`src/rtl/reloc_pkg.sv`:
```
package reloc_pkg;
    typedef enum logic {
        ST_IDLE = 1'b0,
        ST_EMIT = 1'b1
    } reloc_state_t;
endpackage

```
`src/rtl/reloc_regfile.sv`:
```
module reloc_regfile #(
    parameter int IDXW = 5,
    parameter int BASEW = 21
) (
    input  logic             clk,
    input  logic             rst_n,
    input  logic             wr_en,
    input  logic [IDXW-1:0]  wr_idx,
    input  logic [BASEW-1:0] wr_data,
    input  logic [IDXW-1:0]  sel_idx,
    output logic [BASEW-1:0] sel_base,
    input  logic [IDXW-1:0]  rd_idx,
    output logic [BASEW-1:0] rd_base
);
    localparam int NREG = 1 << IDXW;

    logic [BASEW-1:0] bank [NREG];

    // One storage word per relocation register
    for (genvar g = 0; g < NREG; g++) begin : g_reg
        always_ff @(posedge clk or negedge rst_n) begin
            if (!rst_n) begin
                bank[g] <= '0;
            end else if (wr_en && (wr_idx == IDXW'(g))) begin
                bank[g] <= wr_data;
            end
        end
    end

    assign sel_base = bank[sel_idx];
    assign rd_base  = bank[rd_idx];
endmodule

```
`src/rtl/reloc_window.sv`:
```
module reloc_window #(
    parameter int IDXW = 5
) (
    input  logic [IDXW-1:0] page,
    input  logic            map_en,
    input  logic            force_dflt,
    input  logic [IDXW-1:0] lo_lim,
    input  logic [IDXW-1:0] up_lim,
    output logic            io_page,
    output logic            do_reloc
);
    localparam logic [IDXW-1:0] IO_PAGE = '1;
    localparam logic [IDXW-1:0] DFLT_LO = '0;
    localparam logic [IDXW-1:0] DFLT_UP = '0;

    logic [IDXW-1:0] lo_eff;
    logic [IDXW-1:0] up_eff;
    logic            in_lower;
    logic            in_upper;

    always_comb begin
        lo_eff   = force_dflt ? DFLT_LO : lo_lim;
        up_eff   = force_dflt ? DFLT_UP : up_lim;
        io_page  = (page == IO_PAGE);
        in_lower = (page < lo_eff);
        in_upper = (page >= up_eff);
        do_reloc = map_en && !io_page && (in_lower || in_upper);
    end
endmodule

```
`src/rtl/reloc_adder.sv`:
```
module reloc_adder #(
    parameter int BASEW = 21,
    parameter int OFFW  = 12
) (
    input  logic [BASEW-1:0] base,
    input  logic [OFFW-1:0]  word_off,
    output logic [BASEW-1:0] sum
);
    localparam int PADW = BASEW - OFFW;

    assign sum = base + {{PADW{1'b0}}, word_off};
endmodule

```
`src/rtl/bus_reloc_map.sv`:
```
module bus_reloc_map #(
    parameter int BUS_AW  = 18,
    parameter int PHYS_AW = 22,
    parameter int OFF_AW  = 13
) (
    input  logic                       clk,
    input  logic                       rst_n,
    input  logic                       req_valid,
    input  logic [BUS_AW-1:0]          bus_addr,
    input  logic                       map_en,
    input  logic                       force_dflt,
    input  logic [BUS_AW-OFF_AW-1:0]   lo_lim,
    input  logic [BUS_AW-OFF_AW-1:0]   up_lim,
    input  logic                       wr_en,
    input  logic [BUS_AW-OFF_AW-1:0]   wr_idx,
    input  logic [PHYS_AW-2:0]         wr_data,
    input  logic [BUS_AW-OFF_AW-1:0]   rd_idx,
    output logic [PHYS_AW-1:0]         rd_data,
    output logic                       out_valid,
    output logic [PHYS_AW-1:0]         phys_addr,
    output logic                       reloc_hit,
    output logic [PHYS_AW-1:0]         lma
);
    import reloc_pkg::*;

    localparam int IDXW  = BUS_AW - OFF_AW;
    localparam int BASEW = PHYS_AW - 1;
    localparam int WOFFW = OFF_AW - 1;
    localparam int TOPW  = PHYS_AW - OFF_AW;
    localparam int EXTW  = PHYS_AW - BUS_AW;

    reloc_state_t     state_q;
    reloc_state_t     state_d;

    logic [IDXW-1:0]    page;
    logic [BASEW-1:0]   sel_base;
    logic [BASEW-1:0]   rd_base;
    logic [BASEW-1:0]   sum;
    logic               io_page;
    logic               do_reloc;
    logic [PHYS_AW-1:0] xlat_d;

    assign page = bus_addr[BUS_AW-1:OFF_AW];

    reloc_regfile #(.IDXW(IDXW), .BASEW(BASEW)) u_regs (
        .clk      (clk),
        .rst_n    (rst_n),
        .wr_en    (wr_en),
        .wr_idx   (wr_idx),
        .wr_data  (wr_data),
        .sel_idx  (page),
        .sel_base (sel_base),
        .rd_idx   (rd_idx),
        .rd_base  (rd_base)
    );

    reloc_window #(.IDXW(IDXW)) u_win (
        .page       (page),
        .map_en     (map_en),
        .force_dflt (force_dflt),
        .lo_lim     (lo_lim),
        .up_lim     (up_lim),
        .io_page    (io_page),
        .do_reloc   (do_reloc)
    );

    reloc_adder #(.BASEW(BASEW), .OFFW(WOFFW)) u_add (
        .base     (sel_base),
        .word_off (bus_addr[OFF_AW-1:1]),
        .sum      (sum)
    );

    assign rd_data = {rd_base, 1'b0};

    // Address selection: I/O page, relocated, or pass-through
    always_comb begin
        if (io_page) begin
            xlat_d = {{TOPW{1'b1}}, bus_addr[OFF_AW-1:0]};
        end else if (do_reloc) begin
            xlat_d = {sum, bus_addr[0]};
        end else begin
            xlat_d = {{EXTW{1'b0}}, bus_addr};
        end
    end

    // Next-state logic
    always_comb begin
        state_d = state_q;
        unique case (state_q)
            ST_IDLE: state_d = req_valid ? ST_EMIT : ST_IDLE;  // accept / wait
            ST_EMIT: state_d = req_valid ? ST_EMIT : ST_IDLE;  // stream / drain
            default: state_d = ST_IDLE;
        endcase
    end

    // State register
    always_ff @(posedge clk or negedge rst_n) begin
        if (!rst_n) begin
            state_q <= ST_IDLE;
        end else begin
            state_q <= state_d;
        end
    end

    // Result registers
    always_ff @(posedge clk or negedge rst_n) begin
        if (!rst_n) begin
            phys_addr <= '0;
            reloc_hit <= 1'b0;
            lma       <= '0;
        end else if (req_valid) begin
            phys_addr <= xlat_d;
            reloc_hit <= do_reloc;
            if (do_reloc) begin
                lma <= xlat_d;
            end
        end
    end

    // Output decode from state
    always_comb begin
        unique case (state_q)
            ST_IDLE: out_valid = 1'b0;
            ST_EMIT: out_valid = 1'b1;
            default: out_valid = 1'b0;
        endcase
    end
endmodule

```
`config.mk`:
```
export PLATFORM = sky130hd
export DESIGN_NAME = bus_reloc_map
export DESIGN_NICKNAME = d
export VERILOG_FILES = /design/src/rtl/reloc_pkg.sv /design/src/rtl/reloc_regfile.sv /design/src/rtl/reloc_window.sv /design/src/rtl/reloc_adder.sv /design/src/rtl/bus_reloc_map.sv
export SDC_FILE = /design/constraint.sdc
export NUM_CORES = 1
export LEC_CHECK = 0
export BUFFER_PORTS_ARGS = -buffer_cell sky130_fd_sc_hd__buf_2
export CAP_MARGIN = 20
export CELL_PAD_IN_SITES_DETAIL_PLACEMENT = 1
export CELL_PAD_IN_SITES_GLOBAL_PLACEMENT = 2
export CORE_MARGIN = 2
export CORE_UTILIZATION = 50
export CTS_CLUSTER_DIAMETER = 80
export CTS_CLUSTER_SIZE = 8
export DETAILED_ROUTE_END_ITERATION = 10
export MAX_ROUTING_LAYER = met4
export PLACE_DENSITY = 0.83
export SYNTH_ARGS = -nofsm -noshare
export SYNTH_HDL_FRONTEND = slang
export SYNTH_SLANG_ARGS = --single-unit
```
`constraint.sdc`:
```
create_clock -name clk -period 6 [get_ports clk]
set_clock_uncertainty 0.15 [all_clocks]
set_input_delay 0.3 -clock clk [delete_from_list [all_inputs] [get_ports clk]]
set_output_delay 0.3 -clock clk [all_outputs]
set_load 0.005 [all_outputs]
```
==> impl_metrics.ini, run 1 <==
[detailed_routing]
wl_per_cell_um = 34.10
drcViolationCount = 0
drtIter0Drc = 2174
via_count = 24980
totalWireLength_um = 125000
drtAntennaViolNets = 0
viasPerCell = 6.813
dr.pass1.iters = 7

[cts]
cts-root-buf = clkbuf_16
cts_tree = built
hold_buffers = 15
numClockSinks = 718
ctsLongestPathBuffers = 3
cts_buffers = 99
cts_htree_levels = 3
cts_setup_buffers = 0
ctsResizeCount = 0
clkSlewWorstSetupHoldPaths_ps = 50
clock_latency_ps = 660

[finish]
final_cell_mix = dfrtp_1 (718), mux2_2 (705), mux4_2 (322)
area_delta_synth_final_pct = 11.39
finalCoreUtilization_pct = 56.48
n_fill_cell = 7028
final_common_cell = dfrtp_1
drive_gt1_share_pct = 52.56
final_nets = 2713

[yosys]
syn_area_um2 = 38640
ys_ff_latch = 718
synthTopCellsByArea = dfrtp_1 (46%), mux2_2 (21%), mux4_2 (19%)
async_flop_share_pct = 100.0
synth_top_area_share_pct = 46.50
syn_nets = 2641
yosysSeqAreaShare_pct = 46.50
ys.flop_type = dfrtp_1
synth_largest_area_cell = dfrtp_1
synth_edf_count = 0
avgSynthCellArea_um2 = 15.13
yosys_warnings = 0
netlist_instances = 2554
synth_cell_types = 72

[floorplanning]
dieArea_um2 = 79520
core.rowCount = 101
die_h_um = 282.0
start_util_pct = 50.71
fp.dieW_um = 282.0
boundaryPins = 133
core_area_um2 = 76200

[worst_setup_path]
crit_type = reg2reg
startpoint_type = flip-flop
crit_path_end_kind = flip-flop
crit_required_ps = 6430
crit_arrival_ps = 5000
critical_path.max_fanout = 6

[status]
outcome = finished, final reports clean

[global_routing]
grt_usage_pct = 33.29
overflow = 0
grt_pass1_vias = 27000
grt_pass1_wl_um = 186000
grt_max_degree = 181
antenna_found_initial = 6

[sta]
hold_violations = 0
setup_viol = 0
holdWs_ps = 53.45
worstMarginPinSlew_ps = 1130
finalSetupTns_ps = 0
fin_crit_ps = 4575
final.period_utilization_pct = 76.24
fmax_ghz = 0.2186
postLayoutSetupSlackWorst_ps = 1425
final_max_slew_viol_count = 0
rsz0062_at_grt = no
slew_headroom_pct = 24.66

[pwr]
total_power_mw = 14.80
leakage_nw = 18.76
ir_drop_v = 0.0002299
power.density_nw_per_um2 = 343.9

[place]
place.port_buffers = 131
pre_cts_ws_ps = 825.3
detailed_place_hpwl_um = 75190
place.gp.congestion = 0.8404

[flow_run]
max-cap-violations = 0

[min_path]
hold_class = in2reg
[area by class of cell]
cell class                      count  area [um^2]  area share (%)
Tap cell                         1030         1289           2.994
Antenna cell                        4        10.01         0.02326
Multi-Input combinational cell   1571        19580           45.50
Inverter                           10        37.54         0.08721
Timing Repair Buffer              226         1539           3.575
Sequential cell                   718        17970           41.74
Clock inverter                      4        57.56          0.1337
Clock buffer                      104         2560           5.948
[power by group]
| group | internal [mW] | switching [mW] |
|---|---|---|
| clock | 2.96 | 2.05 |
| combinational | 1.86 | 1.36 |
| sequential | 5.82 | 0.744 |
| total | 10.6 | 4.15 |
[synthesized netlist by cell type (all sizes together), types with 2 or more instances]
library cell and n:
dfrtp 718, mux2 705, mux4 337, clkbuf 167
mux2i 116, buf 87, nand2 74, a21oi 43
o21ai 41, nor2 36, o221ai 23, ha 21
o22ai 18, xnor2 14, a21o 13, nand2b 12
nor2b 11, nor3 11, o31a 11, inv 10
a2111oi 7, a22o 7, a22oi 7, nand3 7
a211o 6, a31oi 5, nand4 4, nand4b 4
and3 3, nor3b 3, nor4 3, o21a 3
a221o 2, a31o 2, and4 2, nand3b 2
o31ai 2, xor2 2
[layer usage]
metal,wire (um),up-vias,global-route usage [%]
li1,-,9955,-
met1,51590,13700,44.80
met2,59760,1066,51.43
met3,9591,259,6.107
met4,4082,0,10.95
met5,0,-,-
[per-stage QoR]
stage                     cell area, um^2  instances
after floorplan                     38640       2554
after global placement              40260       3540
after detailed placement            40260       3540
after CTS                           43030       3663
after global routing                43040       3665
final                               43040       3667
[sequential cells by signal (all words and copies together), names as in the netlist]
signal and flops:
phys_addr 22, lma 22, u_regs.bank 672, state_q 1, reloc_hit 1
[worst max-delay path, stage by stage, from the launching register on]
cell and delay (ps):
dfrtp_1 390, mux4_2 470, mux2i_1 130, o21ai_0 90, o31a_1 260, ha_1 220, fa_1 450, a21o_1 230
a211o_1 320, a2111oi_0 710, o31ai_1 410, nor3b_1 260, xnor2_1 190, nor2_1 60, o21ai_1 150
[logic make-up after synthesis]
| logic type | Yosys count | synth area share, % |
|---|---|---|
| mux | 1158 | 43.34 |
| buf+inv | 265 | 3.241 |
| xor+xnor | 16 | 0.3627 |
| compound gates | 198 | 3.581 |
| flops | 718 | 46.50 |
| other cells | 1 | 0.009705 |
| fa+ha+maj | 22 | 0.7318 |
| simple gates | 176 | 2.238 |
[final timing paths]
path / startpoint / end / slack, ps / cells after the start
max in group asynchronous: rst_n / u_regs.bank[613]$_DFFE_PN0P_ / 3880 / 3
worst min register to register: lma[16]$_DFFE_PN0P_ / lma[16]$_DFFE_PN0P_ / 320 / 1
worst max register to register: u_regs.bank[588]$_DFFE_PN0P_ / phys_addr[15]$_DFFE_PN0P_ / 1430 / 14
min in group asynchronous: rst_n / u_regs.bank[585]$_DFFE_PN0P_ / 170 / 2
worst min-delay path: bus_addr[13] / phys_addr[13]$_DFFE_PN0P_ / 50 / 3
worst max-delay path: u_regs.bank[588]$_DFFE_PN0P_ / phys_addr[15]$_DFFE_PN0P_ / 1430 / 14
(Power assumes the default switching activity.)
==> inputs of run 2 (changes only) <==
--- a/config.mk
+++ b/config.mk
@@ -10,12 +10,12 @@
 export CELL_PAD_IN_SITES_DETAIL_PLACEMENT = 1
 export CELL_PAD_IN_SITES_GLOBAL_PLACEMENT = 2
 export CORE_MARGIN = 2
-export CORE_UTILIZATION = 50
+export CORE_UTILIZATION = 42
 export CTS_CLUSTER_DIAMETER = 80
 export CTS_CLUSTER_SIZE = 8
 export DETAILED_ROUTE_END_ITERATION = 10
 export MAX_ROUTING_LAYER = met4
-export PLACE_DENSITY = 0.83
+export PLACE_DENSITY = 0.74
 export SYNTH_ARGS = -nofsm -noshare
 export SYNTH_HDL_FRONTEND = slang
 export SYNTH_SLANG_ARGS = --single-unit
==> constraint.sdc (replaced) <==
create_clock -name clk -period 3.78 [get_ports clk]
set_clock_uncertainty 0.15 [all_clocks]
set_input_delay 0.189 -clock clk [delete_from_list [all_inputs] [get_ports clk]]
set_output_delay 0.189 -clock clk [all_outputs]
set_load 0.005 [all_outputs]
==> impl_metrics.ini, run 2 (synthesized netlist as in run 1, its figures left out) <==
[sta]
slew_headroom_pct = 23.86
final_max_slew_viol_count = 0
worstMarginPinSlew_ps = 1139
rsz0062_at_grt = yes
postLayoutSetupSlackWorst_ps = -120.1
hold_violations = 0
final.period_utilization_pct = 103.2
finalSetupTns_ps = -920.9
fin_crit_ps = 3900
setup_viol = 14
fmax_ghz = 0.2564

[finish]
final_nets = 2885
n_fill_cell = 8680
top_register = u_regs.bank
stdcell_count = 3998
final_cell_mix = dfrtp_1 (718), mux2_2 (705), mux4_2 (322)
area_delta_synth_final_pct = 17.03
top_regs = u_regs.bank x672, lma x22, phys_addr x22
final_common_cell = dfrtp_1
largest_reg_flops = 672
drive_gt1_share_pct = 55.97

[place]
place.gp.congestion = 0.8512
pre_cts_ws_ps = -397.7
place.port_buffers = 131
dp_cells = 3841
detailed_place_hpwl_um = 85710

[detailed_routing]
drtIter0Drc = 1988
drcViolationCount = 0
viasPerCell = 6.382
totalWireLength_um = 132600
via_count = 25510
drtAntennaViolNets = 0
wl_per_cell_um = 33.17
dr.pass1.iters = 5

[pwr]
ir_drop_v = 0.0003363
internal-power_mw = 17.16
netSwitchingFraction_pct = 28.16
leakage_nw = 19.79
pwr-share-clk_pct = 33.3
power.density_nw_per_um2 = 528.3
power.switching_mw = 6.726
pwr-share-seq_pct = 43.6
p_comb_share_pct = 23.1

[cts]
ctsLongestPathBuffers = 3
clock_latency_ps = 670
cts_htree_levels = 3
cts_buffers = 99
cts_tree = built
cts-root-buf = clkbuf_16
clkSlewWorstSetupHoldPaths_ps = 60
numClockSinks = 718

[global_routing]
antenna_found_initial = 9
grt_max_degree = 110
grt_usage_pct = 29.22
overflow = 0
grt_pass1_wl_um = 196000
grt_pass1_vias = 28060

[worst_setup_path]
crit_chain = mux4_2 > mux2i_1 > o21ai_1 > o31a_1 > ha_2 > fa_2 > a21o_1 > a211o_1 > a2111oi_4 > buf_4 > o31ai_4 > buf_6 > a311oi_2 > a41oi_2 > nand3_1
crit_type = reg2reg
critical_path.max_fanout = 5
crit_slowest_cell = mux4_2
rr_worst_depth = 15
critical_path.max_stage_delay_ps = 470
crit_arrival_ps = 4350
rrSetupSlack_ps = -120
crit_path_end_kind = flip-flop
startpoint_type = flip-flop
r2r-end = phys_addr[19]$_DFFE_PN0P_
crit_required_ps = 4230
r2r_start = u_regs.bank[588]$_DFFE_PN0P_

[floorplanning]
start_util_pct = 42.28
die_h_um = 307.3
core_area_um2 = 91390
fp.dieW_um = 307.3
core.rowCount = 111
boundaryPins = 133
dieArea_um2 = 94440

[min_path]
holdCritStartpoint = wr_data[10]
hold_class = in2reg
holdPathStages = 2
hold_path_end = u_regs.bank[346]$_DFFE_PN0P_

[status]
violations = setup timing
outcome = finished, violations left

[flow_run]
max-cap-violations = 0
run 2: cell types whose count changed in the layout (fill, tap and decap cells not counted), moves of 3 or more:
cell	change
nor3_2	+3
xnor2_2	+6
dlygate4sd3_1	+14
a21oi_1	-4
o21ai_1	+4
buf_12	+37
buf_4	+118
buf_6	+3
xnor2_1	-7
ha_1	-3
diode_2	+3
o21ai_0	-6
run 2: area by class of cell:
class	instances	area, um^2	share of cell area, %
Multi-Input combinational cell	1571	19780	43.74
Inverter	10	37.54	0.08301
Antenna cell	7	17.52	0.03874
Tap cell	1186	1484	3.281
Clock inverter	5	58.81	0.1300
Sequential cell	718	17970	39.73
Clock buffer	103	2535	5.606
Timing Repair Buffer	398	3339	7.385
run 2: power by group through the flow:
stage | sequential [mW] | clock, mW | combinational, mW
6_report | 10.4 | 7.96 | 5.51
3_3_place_gp | 10.3 | 0 | 5.17
4_1_cts | 10.4 | 8.13 | 5.47
5_1_grt | 10.6 | 8.41 | 5.89
3_5_place_dp | 10.5 | 0 | 5.37
2_1_floorplan | 10.1 | 0 | 3.72
run 2: routing by layer:
layer  vias to the layer above  track usage (%)  routed length [um]
li1                      10300                -                   -
met1                     14010            37.92               55730
met2                       912            46.28               64370
met3                       292            4.969                7566
met4                         0            10.92                4942
met5                         -                -                   0
run 2: what timing repair did:
action                     in CTS  in global routing
pin swaps                       2                 27
setup endpoints to repair      23                 23
hold endpoints to repair      224                  0
resized for setup               7                 28
hold buffers                   29                  0
setup buffers                   6                  7
run 2: worst max-delay path by stage:
stage,endpoint,slack (ps),from
6_report,phys_addr[19]$_DFFE_PN0P_,-120,u_regs.bank[588]$_DFFE_PN0P_
5_1_grt,lma[19]$_DFFE_PN0P_,-280,u_regs.bank[588]$_DFFE_PN0P_
4_1_cts,lma[13]$_DFFE_PN0P_,-60,u_regs.bank[588]$_DFFE_PN0P_
3_5_place_dp,phys_addr[16]$_DFFE_PN0P_,-400,bus_addr[13]
3_3_place_gp,phys_addr[16]$_DFFE_PN0P_,-350,bus_addr[13]
2_1_floorplan,phys_addr[15]$_DFFE_PN0P_,-400,bus_addr[13]
run 2: metrics by stage:
stage | hold WS, ps | util [%] | cell area (um^2) | power (mW)
2_1_floorplan | -256.6 | - | 38800 | 13.77
3_3_place_gp | 208.8 | 46.01 | 42050 | 15.46
3_5_place_dp | 231.3 | 46.01 | 42050 | 15.85
4_1_cts | 0.6804 | 49.24 | 45000 | 23.97
5_1_grt | 44.52 | 49.48 | 45220 | 24.89
6_report | 33.03 | 49.48 | 45220 | 23.89
run 2: critical path, delay by kind of cell (launching register included):
kind	cells	cell delay (ps)
AOI/OAI and AO/OA	8	1630
and+or+nand+nor	1	100
buffers and inverters	2	350
adders and majority gates	2	590
DFF	1	390
muxes	2	630
==> inputs of run 3 (changes only) <==
==> constraint.sdc (replaced) <==
create_clock -name clk -period 3.45 [get_ports clk]
set_clock_uncertainty 0.15 [all_clocks]
set_input_delay 0.1725 -clock clk [delete_from_list [all_inputs] [get_ports clk]]
set_output_delay 0.1725 -clock clk [all_outputs]
set_load 0.005 [all_outputs]
==> impl_metrics.ini, run 3 (synthesized netlist as in run 1, its figures left out) <==
[status]
outcome = finished, violations left
violations = setup timing

[global_routing]
grt_max_degree = 110
gr-max-usage-layer = met2
grt_usage_pct = 29.93
overflow = 0
grt_pass1_vias = 29230
grt_pass1_wl_um = 201200
antenna_found_initial = 10
grt_use_met1_pct = 38.52
use_met3_pct = 5.478
grtUsageMet2_pct = 47.90

[sta]
final.period_utilization_pct = 118.3
postLayoutSetupSlackWorst_ps = -630.7
rsz0062_at_grt = yes
hold_violations = 0
fin_crit_ps = 4081
final_max_slew_viol_count = 0
finalSetupTns_ps = -9518
slew_headroom_pct = 43.30
setup_viol = 27
worstMarginPinSlew_ps = 847.8
fmax_ghz = 0.2451

[worst_setup_path]
crit_path_end_kind = flip-flop
critical_path.max_fanout = 5
startpoint_type = flip-flop
crit_type = reg2reg
crit_required_ps = 3840
crit_arrival_ps = 4470

[cts]
numClockSinks = 718
clkSlewWorstSetupHoldPaths_ps = 50
cts_tree = built
cts-root-buf = clkbuf_16
ctsLongestPathBuffers = 3
clock_latency_ps = 670
cts_htree_levels = 3
cts_buffers = 99

[detailed_routing]
drtIter0Drc = 2038
viasPerCell = 6.286
wl_per_cell_um = 32.37
via_count = 26310
drcViolationCount = 0
totalWireLength_um = 135500
drtAntennaViolNets = 0
dr.pass1.iters = 5

[place]
detailed_place_hpwl_um = 89220
place.gp.congestion = 0.8597
place.port_buffers = 131
pre_cts_ws_ps = -775.1

[floorplanning]
core.rowCount = 111
dieArea_um2 = 94440
die_h_um = 307.3
core_area_um2 = 91390
boundaryPins = 133
start_util_pct = 42.28
fp.dieW_um = 307.3

[pwr]
power.density_nw_per_um2 = 574.1
power.switching_mw = 7.606
netSwitchingFraction_pct = 28.26
pwr-share-seq_pct = 42.2
internal-power_mw = 19.31
pwr-share-clk_pct = 32.6
ir_drop_v = 0.0003814
p_comb_share_pct = 25.2
leakage_nw = 20.81

[finish]
final_common_cell = dfrtp_1
finalCoreUtilization_pct = 51.30
area_delta_synth_final_pct = 21.34
final_cell_mix = dfrtp_1 (718), mux2_2 (702), buf_4 (354)
largest_reg_flops = 672
top_regs = u_regs.bank x672, lma x22, phys_addr x22
final_nets = 3070
top_register = u_regs.bank
drive_gt1_share_pct = 58.82

[flow_run]
max-cap-violations = 0

[min_path]
hold_class = in2reg
## run 3: changes by cell type in the layout (fill, tap and decap cells not counted), moves of 2 or more
cell           previous run  this run
buf_6                     5        10
mux2_2                  705       702
nand2_1                  72        70
buf_12                   44        53
diode_2                   7        11
dlygate4sd3_1            29        38
clkbuf_1                  2         0
mux2_4                    0         3
buf_4                   192       354
## run 3: power by group through the flow
stage	combinational, mW	clock, mW	sequential, mW
finish	6.78	8.78	11.4
global route	7.26	9.26	11.5
CTS	6.72	8.92	11.3
detailed placement	6.53	0	11.4
global placement	6.27	0	11.2
floorplan	4.08	0	11.0
## run 3: cell type report
class	instances	area, um^2
diodes	11	27.53
clock buffers	102	2541
clock inverters	5	58.81
fillers	8685	44500
inverters	10	37.54
multi-input cells	1571	19890
flip-flops and latches	718	17970
well taps	1186	1484
repair buffers	583	4882
## run 3: path summary, 6_finish.rpt
kind / start / end / slack [ps] / depth (start not counted)
worst max register to register: u_regs.bank[588]$_DFFE_PN0P_ / phys_addr[21]$_DFFE_PN0P_ / -630 / 15
worst min-delay path: wr_data[2] / u_regs.bank[443]$_DFFE_PN0P_ / 40 / 2
worst max-delay path: u_regs.bank[588]$_DFFE_PN0P_ / phys_addr[21]$_DFFE_PN0P_ / -630 / 15
max in group asynchronous: rst_n / phys_addr[17]$_DFFE_PN0P_ / 1080 / 4
min in group asynchronous: rst_n / u_regs.bank[501]$_DFFE_PN0P_ / 440 / 3
worst min register to register: lma[14]$_DFFE_PN0P_ / lma[14]$_DFFE_PN0P_ / 320 / 2
## run 3: through the flow
| stage | hold slack, ps | std cells | power, mW | area, um^2 |
|---|---|---|---|---|
| after floorplan | -273.1 | 2554 | 15.09 | 38800 |
| after CTS | 0.3488 | 4167 | 26.95 | 46640 |
| after detailed placement | 104.8 | 4013 | 17.96 | 43450 |
| after global placement | 83.93 | 4013 | 17.49 | 43450 |
| final | 36.36 | 4186 | 26.92 | 46880 |
| after global routing | 55.42 | 4185 | 28.06 | 46880 |
## run 3: worst max-delay path: stages (launching register included)
cell and delay (ps):
dfrtp_1 390, mux4_2 470, mux2i_1 160, o21ai_1 100
o31a_1 340, ha_4 200, fa_2 360, a21o_1 180
a211o_1 320, a2111oi_4 420, buf_4 210, o31ai_4 100
buf_4 170, nand4b_1 130, xnor2_2 150, o21ai_1 80
## run 3: per-layer routing
layer  up-vias  part of all wire, %
li1      10710                    -
met3       261                  6.7
met5         -                    0
met2       915                   48
met1     14430                   41
met4         0                  3.5
## run 3: timing repair
item                                    4_1_cts  5_1_grt
setup buffers                                12       11
endpoints found under the setup margin       30       30
pin swaps                                    19       18
hold buffers                                 38        0
hold endpoints to repair                    502        0
resized for setup                            33       30
